==> src/rtl/pwr_suspend_pkg.sv <==
package pwr_suspend_pkg;

  typedef enum logic [2:0] {
    ST_RUN,
    ST_ENTER,
    ST_SLEEP,
    ST_OSC,
    ST_PLL
  } pwr_state_t;

  // Register 1 layout, MSB first: bit3 edge, bit2 wu2 wake, bit1 wu2 pol, bit0 wu1 pol
  typedef struct packed {
    logic edge_mode;
    logic wu2_wake;
    logic wu2_pol;
    logic wu1_pol;
  } wake_cfg_t;

  localparam logic [3:0] CFG_RESET = 4'b0100;
  localparam int NUM_SRC = 3;   // 0 bus, 1 wu1, 2 wu2

  localparam logic [1:0] ADDR_CTRL  = 2'd0;
  localparam logic [1:0] ADDR_CFG   = 2'd1;
  localparam logic [1:0] ADDR_IRQ   = 2'd2;
  localparam logic [1:0] ADDR_LEVEL = 2'd3;

  function automatic int max3(input int a, input int b, input int c);
    int m;
    m = (a > b) ? a : b;
    return (m > c) ? m : c;
  endfunction

  function automatic logic qualify(input logic act, input logic prev_act,
                                   input logic edge_mode);
    return edge_mode ? (act & ~prev_act) : act;
  endfunction

  function automatic int stretch_len(input logic xtal, input int xtal_cyc,
                                     input int ext_cyc);
    return xtal ? xtal_cyc : ext_cyc;
  endfunction

endpackage

==> src/rtl/pwr_wake_sync.sv <==
module pwr_wake_sync #(
  parameter int SYNC_STAGES = 2
) (
  input  logic clk,
  input  logic rst_n,
  input  logic pin_i,
  input  logic invert_i,
  input  logic edge_mode_i,
  output logic level_o,
  output logic qual_o
);
  import pwr_suspend_pkg::*;

  logic [SYNC_STAGES-1:0] sync_q;
  logic                   active;
  logic                   prev_active_q;

  always_ff @(posedge clk or negedge rst_n) begin
    if (!rst_n) begin
      sync_q        <= '0;
      prev_active_q <= 1'b0;
    end else begin
      sync_q        <= {sync_q[SYNC_STAGES-2:0], pin_i};
      prev_active_q <= active;
    end
  end

  assign level_o = sync_q[SYNC_STAGES-1];
  assign active  = level_o ^ invert_i;
  assign qual_o  = qualify(active, prev_active_q, edge_mode_i);

endmodule

==> src/rtl/pwr_seq_fsm.sv <==
module pwr_seq_fsm #(
  parameter int ENTER_CYC = 4,
  parameter int OSC_CYC   = 16,
  parameter int PLL_CYC   = 32
) (
  input  logic clk,
  input  logic rst_n,
  input  logic pd_req_i,
  input  logic wake_evt_i,
  input  logic pll_ready_i,
  output logic irq_set_o,
  output logic osc_en_o,
  output logic pll_en_o,
  output logic cpu_halt_o
);
  import pwr_suspend_pkg::*;

  localparam int MAXC = max3(ENTER_CYC, OSC_CYC, PLL_CYC);
  localparam int CW   = $clog2(MAXC + 1);

  pwr_state_t    state_q;
  logic [CW-1:0] cnt_q;
  logic          cnt_zero;

  assign cnt_zero = (cnt_q == '0);

  always_ff @(posedge clk or negedge rst_n) begin
    if (!rst_n) begin
      state_q <= ST_RUN;
      cnt_q   <= '0;
    end else begin
      unique case (state_q)
        ST_RUN: begin
          if (pd_req_i) begin
            state_q <= ST_ENTER;
            cnt_q   <= CW'(ENTER_CYC - 1);
          end
        end
        ST_ENTER: begin
          if (wake_evt_i) begin
            state_q <= ST_OSC;
            cnt_q   <= CW'(OSC_CYC - 1);
          end else if (cnt_zero) begin
            state_q <= ST_SLEEP;
          end else begin
            cnt_q <= cnt_q - 1'b1;
          end
        end
        ST_SLEEP: begin
          if (wake_evt_i) begin
            state_q <= ST_OSC;
            cnt_q   <= CW'(OSC_CYC - 1);
          end
        end
        ST_OSC: begin
          if (cnt_zero) begin
            state_q <= ST_PLL;
            cnt_q   <= CW'(PLL_CYC - 1);
          end else begin
            cnt_q <= cnt_q - 1'b1;
          end
        end
        ST_PLL: begin
          if (!cnt_zero)         cnt_q   <= cnt_q - 1'b1;
          else if (pll_ready_i)  state_q <= ST_RUN;
        end
        default: state_q <= ST_RUN;
      endcase
    end
  end

  assign irq_set_o  = (state_q == ST_PLL) && cnt_zero && pll_ready_i;
  assign osc_en_o   = (state_q != ST_SLEEP);
  assign pll_en_o   = (state_q == ST_RUN) || (state_q == ST_ENTER) ||
                      (state_q == ST_PLL);
  assign cpu_halt_o = (state_q != ST_RUN);

endmodule

==> src/rtl/pwr_rst_stretch.sv <==
module pwr_rst_stretch #(
  parameter int XTAL_CYC = 250000,
  parameter int EXT_CYC  = 10000
) (
  input  logic clk,
  input  logic rst_n,
  input  logic xtal_sel_i,
  output logic rst_out_n
);
  import pwr_suspend_pkg::*;

  localparam int MAXC = (XTAL_CYC > EXT_CYC) ? XTAL_CYC : EXT_CYC;
  localparam int CW   = $clog2(MAXC + 1);

  logic [CW-1:0] cnt_q;
  logic          loaded_q;
  logic          done_q;

  always_ff @(posedge clk or negedge rst_n) begin
    if (!rst_n) begin
      cnt_q    <= '0;
      loaded_q <= 1'b0;
      done_q   <= 1'b0;
    end else begin
      if (!loaded_q) begin
        cnt_q    <= CW'(stretch_len(xtal_sel_i, XTAL_CYC, EXT_CYC));
        loaded_q <= 1'b1;
      end else if (cnt_q != '0) begin
        cnt_q <= cnt_q - 1'b1;
      end
      done_q <= loaded_q && (cnt_q == '0);
    end
  end

  assign rst_out_n = done_q;

endmodule

==> src/rtl/pwr_suspend_ctrl.sv <==
module pwr_suspend_ctrl #(
  parameter int ENTER_CYC    = 4,
  parameter int OSC_CYC      = 16,
  parameter int PLL_CYC      = 32,
  parameter int XTAL_RST_CYC = 250000,
  parameter int EXT_RST_CYC  = 10000,
  parameter int SYNC_STAGES  = 2
) (
  input  logic       clk,
  input  logic       rst_n,
  input  logic       clk_sel_xtal,
  input  logic       reg_wr,
  input  logic [1:0] reg_addr,
  input  logic [3:0] reg_wdata,
  output logic [3:0] reg_rdata,
  input  logic       bus_activity,
  input  logic       wu1_pin,
  input  logic       wu2_pin,
  input  logic       pll_ready,
  output logic       osc_en,
  output logic       pll_en,
  output logic       cpu_halt,
  output logic       wake_irq,
  output logic       sys_rst_n
);
  import pwr_suspend_pkg::*;

  wake_cfg_t          cfg_q;
  logic               pd_bit;
  logic               irq_q;
  logic               irq_set;
  logic               irq_clr;
  logic               wake_evt;
  logic [NUM_SRC-1:0] src_pin;
  logic [NUM_SRC-1:0] src_inv;
  logic [NUM_SRC-1:0] src_mask;
  logic [NUM_SRC-1:0] src_level;
  logic [NUM_SRC-1:0] src_qual;

  assign src_pin  = {wu2_pin, wu1_pin, bus_activity};
  assign src_inv  = {~cfg_q.wu2_pol, ~cfg_q.wu1_pol, 1'b0};
  assign src_mask = {cfg_q.wu2_wake, 1'b1, 1'b1};

  for (genvar i = 0; i < NUM_SRC; i++) begin : g_src
    pwr_wake_sync #(.SYNC_STAGES(SYNC_STAGES)) u_sync (
      .clk         (clk),
      .rst_n       (rst_n),
      .pin_i       (src_pin[i]),
      .invert_i    (src_inv[i]),
      .edge_mode_i (cfg_q.edge_mode),
      .level_o     (src_level[i]),
      .qual_o      (src_qual[i])
    );
  end

  assign wake_evt = |(src_qual & src_mask);
  assign irq_clr  = reg_wr && (reg_addr == ADDR_IRQ) && reg_wdata[0];

  always_ff @(posedge clk or negedge rst_n) begin
    if (!rst_n) begin
      cfg_q  <= wake_cfg_t'(CFG_RESET);
      pd_bit <= 1'b0;
      irq_q  <= 1'b0;
    end else begin
      if (reg_wr && (reg_addr == ADDR_CFG)) cfg_q <= wake_cfg_t'(reg_wdata);
      if (irq_set)
        pd_bit <= 1'b0;
      else if (reg_wr && (reg_addr == ADDR_CTRL) && reg_wdata[0] && !cpu_halt)
        pd_bit <= 1'b1;
      if (irq_set)      irq_q <= 1'b1;
      else if (irq_clr) irq_q <= 1'b0;
    end
  end

  pwr_seq_fsm #(
    .ENTER_CYC (ENTER_CYC),
    .OSC_CYC   (OSC_CYC),
    .PLL_CYC   (PLL_CYC)
  ) u_fsm (
    .clk         (clk),
    .rst_n       (rst_n),
    .pd_req_i    (pd_bit),
    .wake_evt_i  (wake_evt),
    .pll_ready_i (pll_ready),
    .irq_set_o   (irq_set),
    .osc_en_o    (osc_en),
    .pll_en_o    (pll_en),
    .cpu_halt_o  (cpu_halt)
  );

  pwr_rst_stretch #(
    .XTAL_CYC (XTAL_RST_CYC),
    .EXT_CYC  (EXT_RST_CYC)
  ) u_rst (
    .clk        (clk),
    .rst_n      (rst_n),
    .xtal_sel_i (clk_sel_xtal),
    .rst_out_n  (sys_rst_n)
  );

  always_comb begin
    unique case (reg_addr)
      ADDR_CTRL: reg_rdata = {3'b000, pd_bit};
      ADDR_CFG:  reg_rdata = cfg_q;
      ADDR_IRQ:  reg_rdata = {3'b000, irq_q};
      default:   reg_rdata = {1'b0, src_level};
    endcase
  end

  assign wake_irq = irq_q;

endmodule

==> config.mk <==
export PLATFORM = sky130hd
export DESIGN_NAME = pwr_suspend_ctrl
export DESIGN_NICKNAME = d
export VERILOG_FILES = /design/src/rtl/pwr_suspend_pkg.sv /design/src/rtl/pwr_wake_sync.sv /design/src/rtl/pwr_seq_fsm.sv /design/src/rtl/pwr_rst_stretch.sv /design/src/rtl/pwr_suspend_ctrl.sv
export SDC_FILE = /design/constraint.sdc
export NUM_CORES = 1
export LEC_CHECK = 0
export BUFFER_PORTS_ARGS = -buffer_cell sky130_fd_sc_hd__buf_4
export CORE_ASPECT_RATIO = 1.1
export CORE_MARGIN = 2
export CORE_UTILIZATION = 53
export CTS_CLUSTER_DIAMETER = 30
export DETAILED_ROUTE_END_ITERATION = 8
export GPL_ROUTABILITY_DRIVEN = 0
export HOLD_SLACK_MARGIN = 0.1
export PLACE_DENSITY = 0.76
export SETUP_SLACK_MARGIN = 0.2
export SYNTH_ARGS = -nofsm -noshare
export SYNTH_HDL_FRONTEND = slang
export SYNTH_SLANG_ARGS = --single-unit
export TNS_END_PERCENT = 100
==> constraint.sdc <==
create_clock -name clk -period 2.3 [get_ports clk]
set_input_delay 0.69 -clock clk [delete_from_list [all_inputs] [get_ports clk]]
set_output_delay 0.69 -clock clk [all_outputs]
set_load 0.01 [all_outputs]
* After elaboration in Yosys (flattened, before gate mapping)
Cells that the tools add are included.
** Storage, ports and cells
- Logic and storage cells :: 93
- Output and inout bits :: 9
- Bits in registers :: 44
** Operators by class
- Multiplexer cells :: 25
- Add/subtract/negate cells :: 2
- Bitwise logic cells :: 11
- Equal/unequal tests :: 14
- Reduce and logical (&&, ||, !) cells :: 24
** Operators with widths (count)
- 18-bit two-way mux :: 3
- 6-bit two-way mux :: 5
- 6-bit one-hot mux with 5 select lines :: 1
- 3-bit two-way mux :: 7
- 18-bit logical NOT :: 1
- 18-bit nonzero test :: 1
- 18-bit by 1-bit subtractor with 18-bit output, second input constant :: 1
- 3-bit one-hot mux with 5 select lines :: 1
- 4-bit one-hot mux with 3 select lines :: 1
- 1-bit logical AND :: 9
- 1-bit two-way mux :: 7
- 3-bit by 2-bit equality test with 1-bit output, second input constant :: 2
- 6-bit logical NOT :: 1
- 2-bit by 1-bit != test with 1-bit output, second input constant :: 3
- 2-bit != test, second input constant :: 3
- 6-bit AND reduction :: 1
- 6-bit by 1-bit subtractor with 6-bit output, second input constant :: 1
- 1-bit inverter :: 5
- 5-bit nonzero test :: 1
- 2-bit nonzero test :: 2
- 1-bit AND :: 3
- 3-bit AND :: 1
- 3-bit by 1-bit equality test with 1-bit output, second input constant :: 1
- 3-bit equality test, second input constant :: 1
- 12 further kinds :: 14

* Logic depth before layout (Yosys ltp)
- Depth after elaboration :: 8
- Gate-level depth with buffers :: 9
- Depth with buffers taken out :: 9

* Modules after synthesis
From an unflattened synthesis, not the netlist that was laid out.
** Unflattened totals
- Cells, all modules :: 245
- Area, all modules :: 2416.1 µm²
** By module, submodules not included
- pwr_rst_stretch :: times used 1, sequential area each 500.5 µm², cells each 120, area an instance 1103.6 µm²
- pwr_seq_fsm :: times used 1, sequential area each 225.2 µm², cells each 83, area an instance 671.9 µm²
- pwr_suspend_ctrl :: times used 1, sequential area each 151.4 µm², cells each 27, area an instance 366.6 µm²
- pwr_wake_sync :: times used 3, sequential area each 75.1 µm², cells each 5, area an instance 91.3 µm²

* Least setup slack after synthesis
Ideal clock, no wire load.
- Path type :: reg2reg
- Start :: register u_fsm.cnt_q[1]
- End :: register u_fsm.cnt_q[0]
- Arrival time :: 2.150 ns
- Required time :: 2.146 ns
- Path buffers :: 0
- Cell stages (with the launch flop) :: 10
- Library setup time :: 0.154 ns
- Path slack :: -0.004 ns
- Cell sequence :: dfrtp_1 > inv_1 > ha_1 > or4b_4 > nor2_8 > inv_2 > ha_1 > maj3_1 > a21oi_1 > a31oi_1
** Between the ends
- Longest elaborated chain between the ends :: 4
- Elaborated cells between the ends (all ways) :: 5
- Those cells by class :: 4 x mux; 1 x reduce/logical
** RTL lines
- start: declaration :: RTL line pwr_seq_fsm.sv:22 : logic [CW-1:0] cnt_q;
- start signal: assignment :: RTL line pwr_seq_fsm.sv:36 : cnt_q <= CW'(ENTER_CYC - 1);
- start signal: assignment :: RTL line pwr_seq_fsm.sv:42 : cnt_q <= CW'(OSC_CYC - 1);
- start signal: assignment :: RTL line pwr_seq_fsm.sv:46 : cnt_q <= cnt_q - 1'b1;
- 6-bit logical NOT (*) :: RTL line pwr_seq_fsm.sv:25 : assign cnt_zero = (cnt_q == '0);
- 6-bit two-way mux (2 in series)
- 6-bit one-hot mux with 5 select lines (*) :: RTL line pwr_seq_fsm.sv:32 : unique case (state_q)
Every way passes the cells marked *; elsewhere a longest branch is shown, timed or not.
A chain may end at the register's enable or synchronous reset.

* Final worst setup path
- Start :: register u_fsm.cnt_q[0]
- End :: register u_fsm.cnt_q[0]
** Between the ends
- Longest elaborated chain between the ends :: 4
- Elaborated cells between the ends (all ways) :: 6
- Those cells by class :: 1 x add/sub; 4 x mux; 1 x reduce/logical
** RTL lines
- 6-bit by 1-bit subtractor with 6-bit output / 6-bit logical NOT (equally long branches)
- 6-bit two-way mux :: RTL line pwr_seq_fsm.sv:43, pwr_seq_fsm.sv:64
- 6-bit two-way mux :: RTL line pwr_seq_fsm.sv:40 : if (wake_evt_i) begin
- 6-bit one-hot mux with 5 select lines (*) :: RTL line pwr_seq_fsm.sv:32
Marked as above.

==> results.json <==
{
  "grt_pass1_wl_mm": 7.71,
  "fmax_mhz": 473,
  "setup-violations-final": 0,
  "cts_num_sinks": 44,
  "first_pass_iters": 4,
  "critPathMaxStageDelay_ps": 510,
  "synth_seq_area_share": 0.475,
  "synth-simple-area-share": 0.221,
  "rsz0062_at_grt": "true",
  "synth_top_cells_by_area": "dfrtp_1, nand2_1, nor2_1, xnor2_1, xor2_1",
  "fin_worst_skew_ps": 8.74,
  "grt_max_degree": 45,
  "utilization": 0.654,
  "grt_pass1_vias": 1750,
  "muxShareOfSynthArea": 0.0463,
  "cap_violations": 0,
  "synth_edf_count": 0,
  "synthAdderAreaFrac": 0.0205,
  "drc": 0,
  "worstSetupPathType": "reg -> reg",
  "cp.required_ps": 2470,
  "wire_per_inst_um": 14.4,
  "ios": 23,
  "die_h_um": 73.4,
  "htreeDepth": 2,
  "avgSynthCellArea_um2": 10.1,
  "synth.most_common_cell": "dfrtp_1",
  "path_cells": "inv_1 > ha_2 > or4b_4 > nor2_8 > inv_4 > ha_4 > maj3_2 > a21oi_2 > a31oi_1",
  "yosysTopAreaCell": "dfrtp_1",
  "synthCells": 230,
  "maxSlewViolCount": 0,
  "cts_made_buffers": 5,
  "finalSetupTns_ps": 0,
  "gr-usage-all-layers": 0.209,
  "clk_latency_ps": 300,
  "route.vias.total": 1818,
  "root_buffer": "clkbuf_8",
  "vias_per_cell": 5.66,
  "async_flop_share": 1.00,
  "clockBufferDepth": 2,
  "die_x_um": 67.1,
  "vdd_drop_max_mv": 0.511,
  "yosys_warnings": 0,
  "fin_nets": 283,
  "syn_nets": 247,
  "path_max_fanout": 2,
  "finalWorstSetupSlack_ps": 184,
  "ant_nets": 0,
  "tightestPinTransition_ps": 543,
  "pre_cts_ws_ps": 120,
  "hold_class": "reg -> reg",
  "design.core.area_um2": 4250,
  "synth_common_cells": "dfrtp_1, nand2_1, nor2_1",
  "crit_path_start_kind": "register",
  "synth_top_family_by_area": "simple AND/OR/NAND/NOR gates",
  "arrival_ps": 2290,
  "r2r_setup_slack_ps": 180,
  "critPathSlowestCell": "or4b_4",
  "io_buffers": 22,
  "synth-seq-cells": 44,
  "fillers": 359,
  "synth-compound-area-share": 0.148,
  "drtIter0Drc": 152,
  "synth_top_cell_area_share": 0.463,
  "cts_tree": "done",
  "hold_violations": 0,
  "cp-end-kind": "register",
  "rows": 25,
  "layout-drive-gt1-share": 0.262,
  "start_util": 0.546,
  "post-route-period-util": 0.920,
  "synthFlopType": "dfrtp_1",
  "grt.overflow.total": 0,
  "n_antenna_cell": 0,
  "synth_cell_types": 57,
  "clkTransAtPathRegs_ps": 90,
  "syn_area_um2": 2320,
  "fin_crit_ps": 2120,
  "antenna_found_initial": 0,
  "dp_hpwl_mm": 3.28,
  "synth-xor-area-share": 0.0566,
  "syn_to_final_growth_pct": 19.9,
  "power.density_nw_per_um2": 891,
  "leakage_nw": 1.17,
  "die_area_um2": 4930,
  "postRouteWirelength_mm": 4.62,
  "outcome": "complete, no violations",
  "slew_headroom": 0.638
}
[where the power goes]
part | leakage [nW] | switching [mW] | internal, mW | total, mW
clock | 0.0548 | 0.277 | 0.327 | 0.604
sequential | 0.529 | 0.150 | 0.907 | 1.06
combinational | 0.582 | 0.405 | 0.414 | 0.819
[metal layers]
metal / part of all wire / GRT usage / vias to the layer above / wire [µm]
li1: - / - / 894 / -
met1: 0.44 / 0.268 / 877 / 2050
met2: 0.50 / 0.331 / 36 / 2290
met3: 0.033 / 0.0505 / 11 / 151
met4: 0.026 / 0.104 / 0 / 119
met5: 0 / 0 / - / 0
[state kept, by name (all words and copies together), names as in the netlist, 3 cells and up]
| register | cells |
|---|---|
| u_fsm.state_q | 3 |
| g_src.u_sync.prev_active_q | 3 |
| cfg_q | 4 |
| u_fsm.cnt_q | 6 |
| g_src.u_sync.sync_q | 6 |
| u_rst.cnt_q | 18 |
[timing repair]
action,CTS,global route
gates resized for setup,4,2
pin swaps,2,0
hold buffers,0,0
buffers inserted,5,1
setup endpoints to repair,4,6
[cell type report]
class                      count  area (µm²)  share of cell area
tap                           54        67.6              0.0243
clock inverter                 3        46.3              0.0166
timing repair buffer          35         274              0.0984
multi-input combinational    168        1170               0.422
clock buffer                   5        68.8              0.0247
inverter                      12        47.5              0.0171
sequential                    44        1100               0.397
[cells by family (layout without fill, tap and decap cells)]
logic type	after synthesis	in the layout
mux	9	9
fa+ha+maj	4	4
compound gates	50	50
xor+xnor	15	15
flops	44	44
other cells	1	1
buf+inv	18	55
simple gates	89	89
[worst paths after layout]
path,startpoint,end,depth (start not counted)
hold reg to reg,g_src[0].u_sync.sync_q[0],g_src[0].u_sync.sync_q[1],0
setup reg to reg,u_fsm.cnt_q[0],u_fsm.cnt_q[0],9
hold / removal,g_src[0].u_sync.sync_q[0],g_src[0].u_sync.sync_q[1],0
setup / recovery,u_fsm.cnt_q[0],u_fsm.cnt_q[0],9
min in group asynchronous,rst_n,u_fsm.state_q[0],1
max in group asynchronous,rst_n,u_fsm.state_q[1],1
[worst max-delay path, delay by kind of cell (launching register included)]
kind	cells	cell delay [ps]
flops	1	390
compound gates	2	190
buf+inv	2	110
simple gates	2	630
fa+ha+maj	3	670
[stage by stage]
| step | hold WS, ps | area (µm²) | power [mW] | std cells |
|---|---|---|---|---|
| floorplan | 331 | 2340 | 1.60 | 230 |
| global placement | 334 | 2600 | 1.82 | 307 |
| detailed placement | 337 | 2600 | 1.84 | 307 |
| CTS | 357 | 2770 | 2.48 | 320 |
| global route | 364 | 2780 | 2.63 | 321 |
| finish | 355 | 2780 | 2.48 | 321 |
[cell usage in the layout, fill, tap and decap left out, types with 6 or more instances in the layout]
| cell type | n |
|---|---|
| a31oi_1 | 6 |
| nor2_1 | 19 |
| nor3_1 | 7 |
| xor2_1 | 7 |
| inv_1 | 11 |
| xnor2_1 | 8 |
| dfrtp_1 | 41 |
| o21ai_0 | 12 |
| nand2_1 | 24 |
| buf_4 | 33 |
No activity file was read; power rests on OpenSTA's default activity.
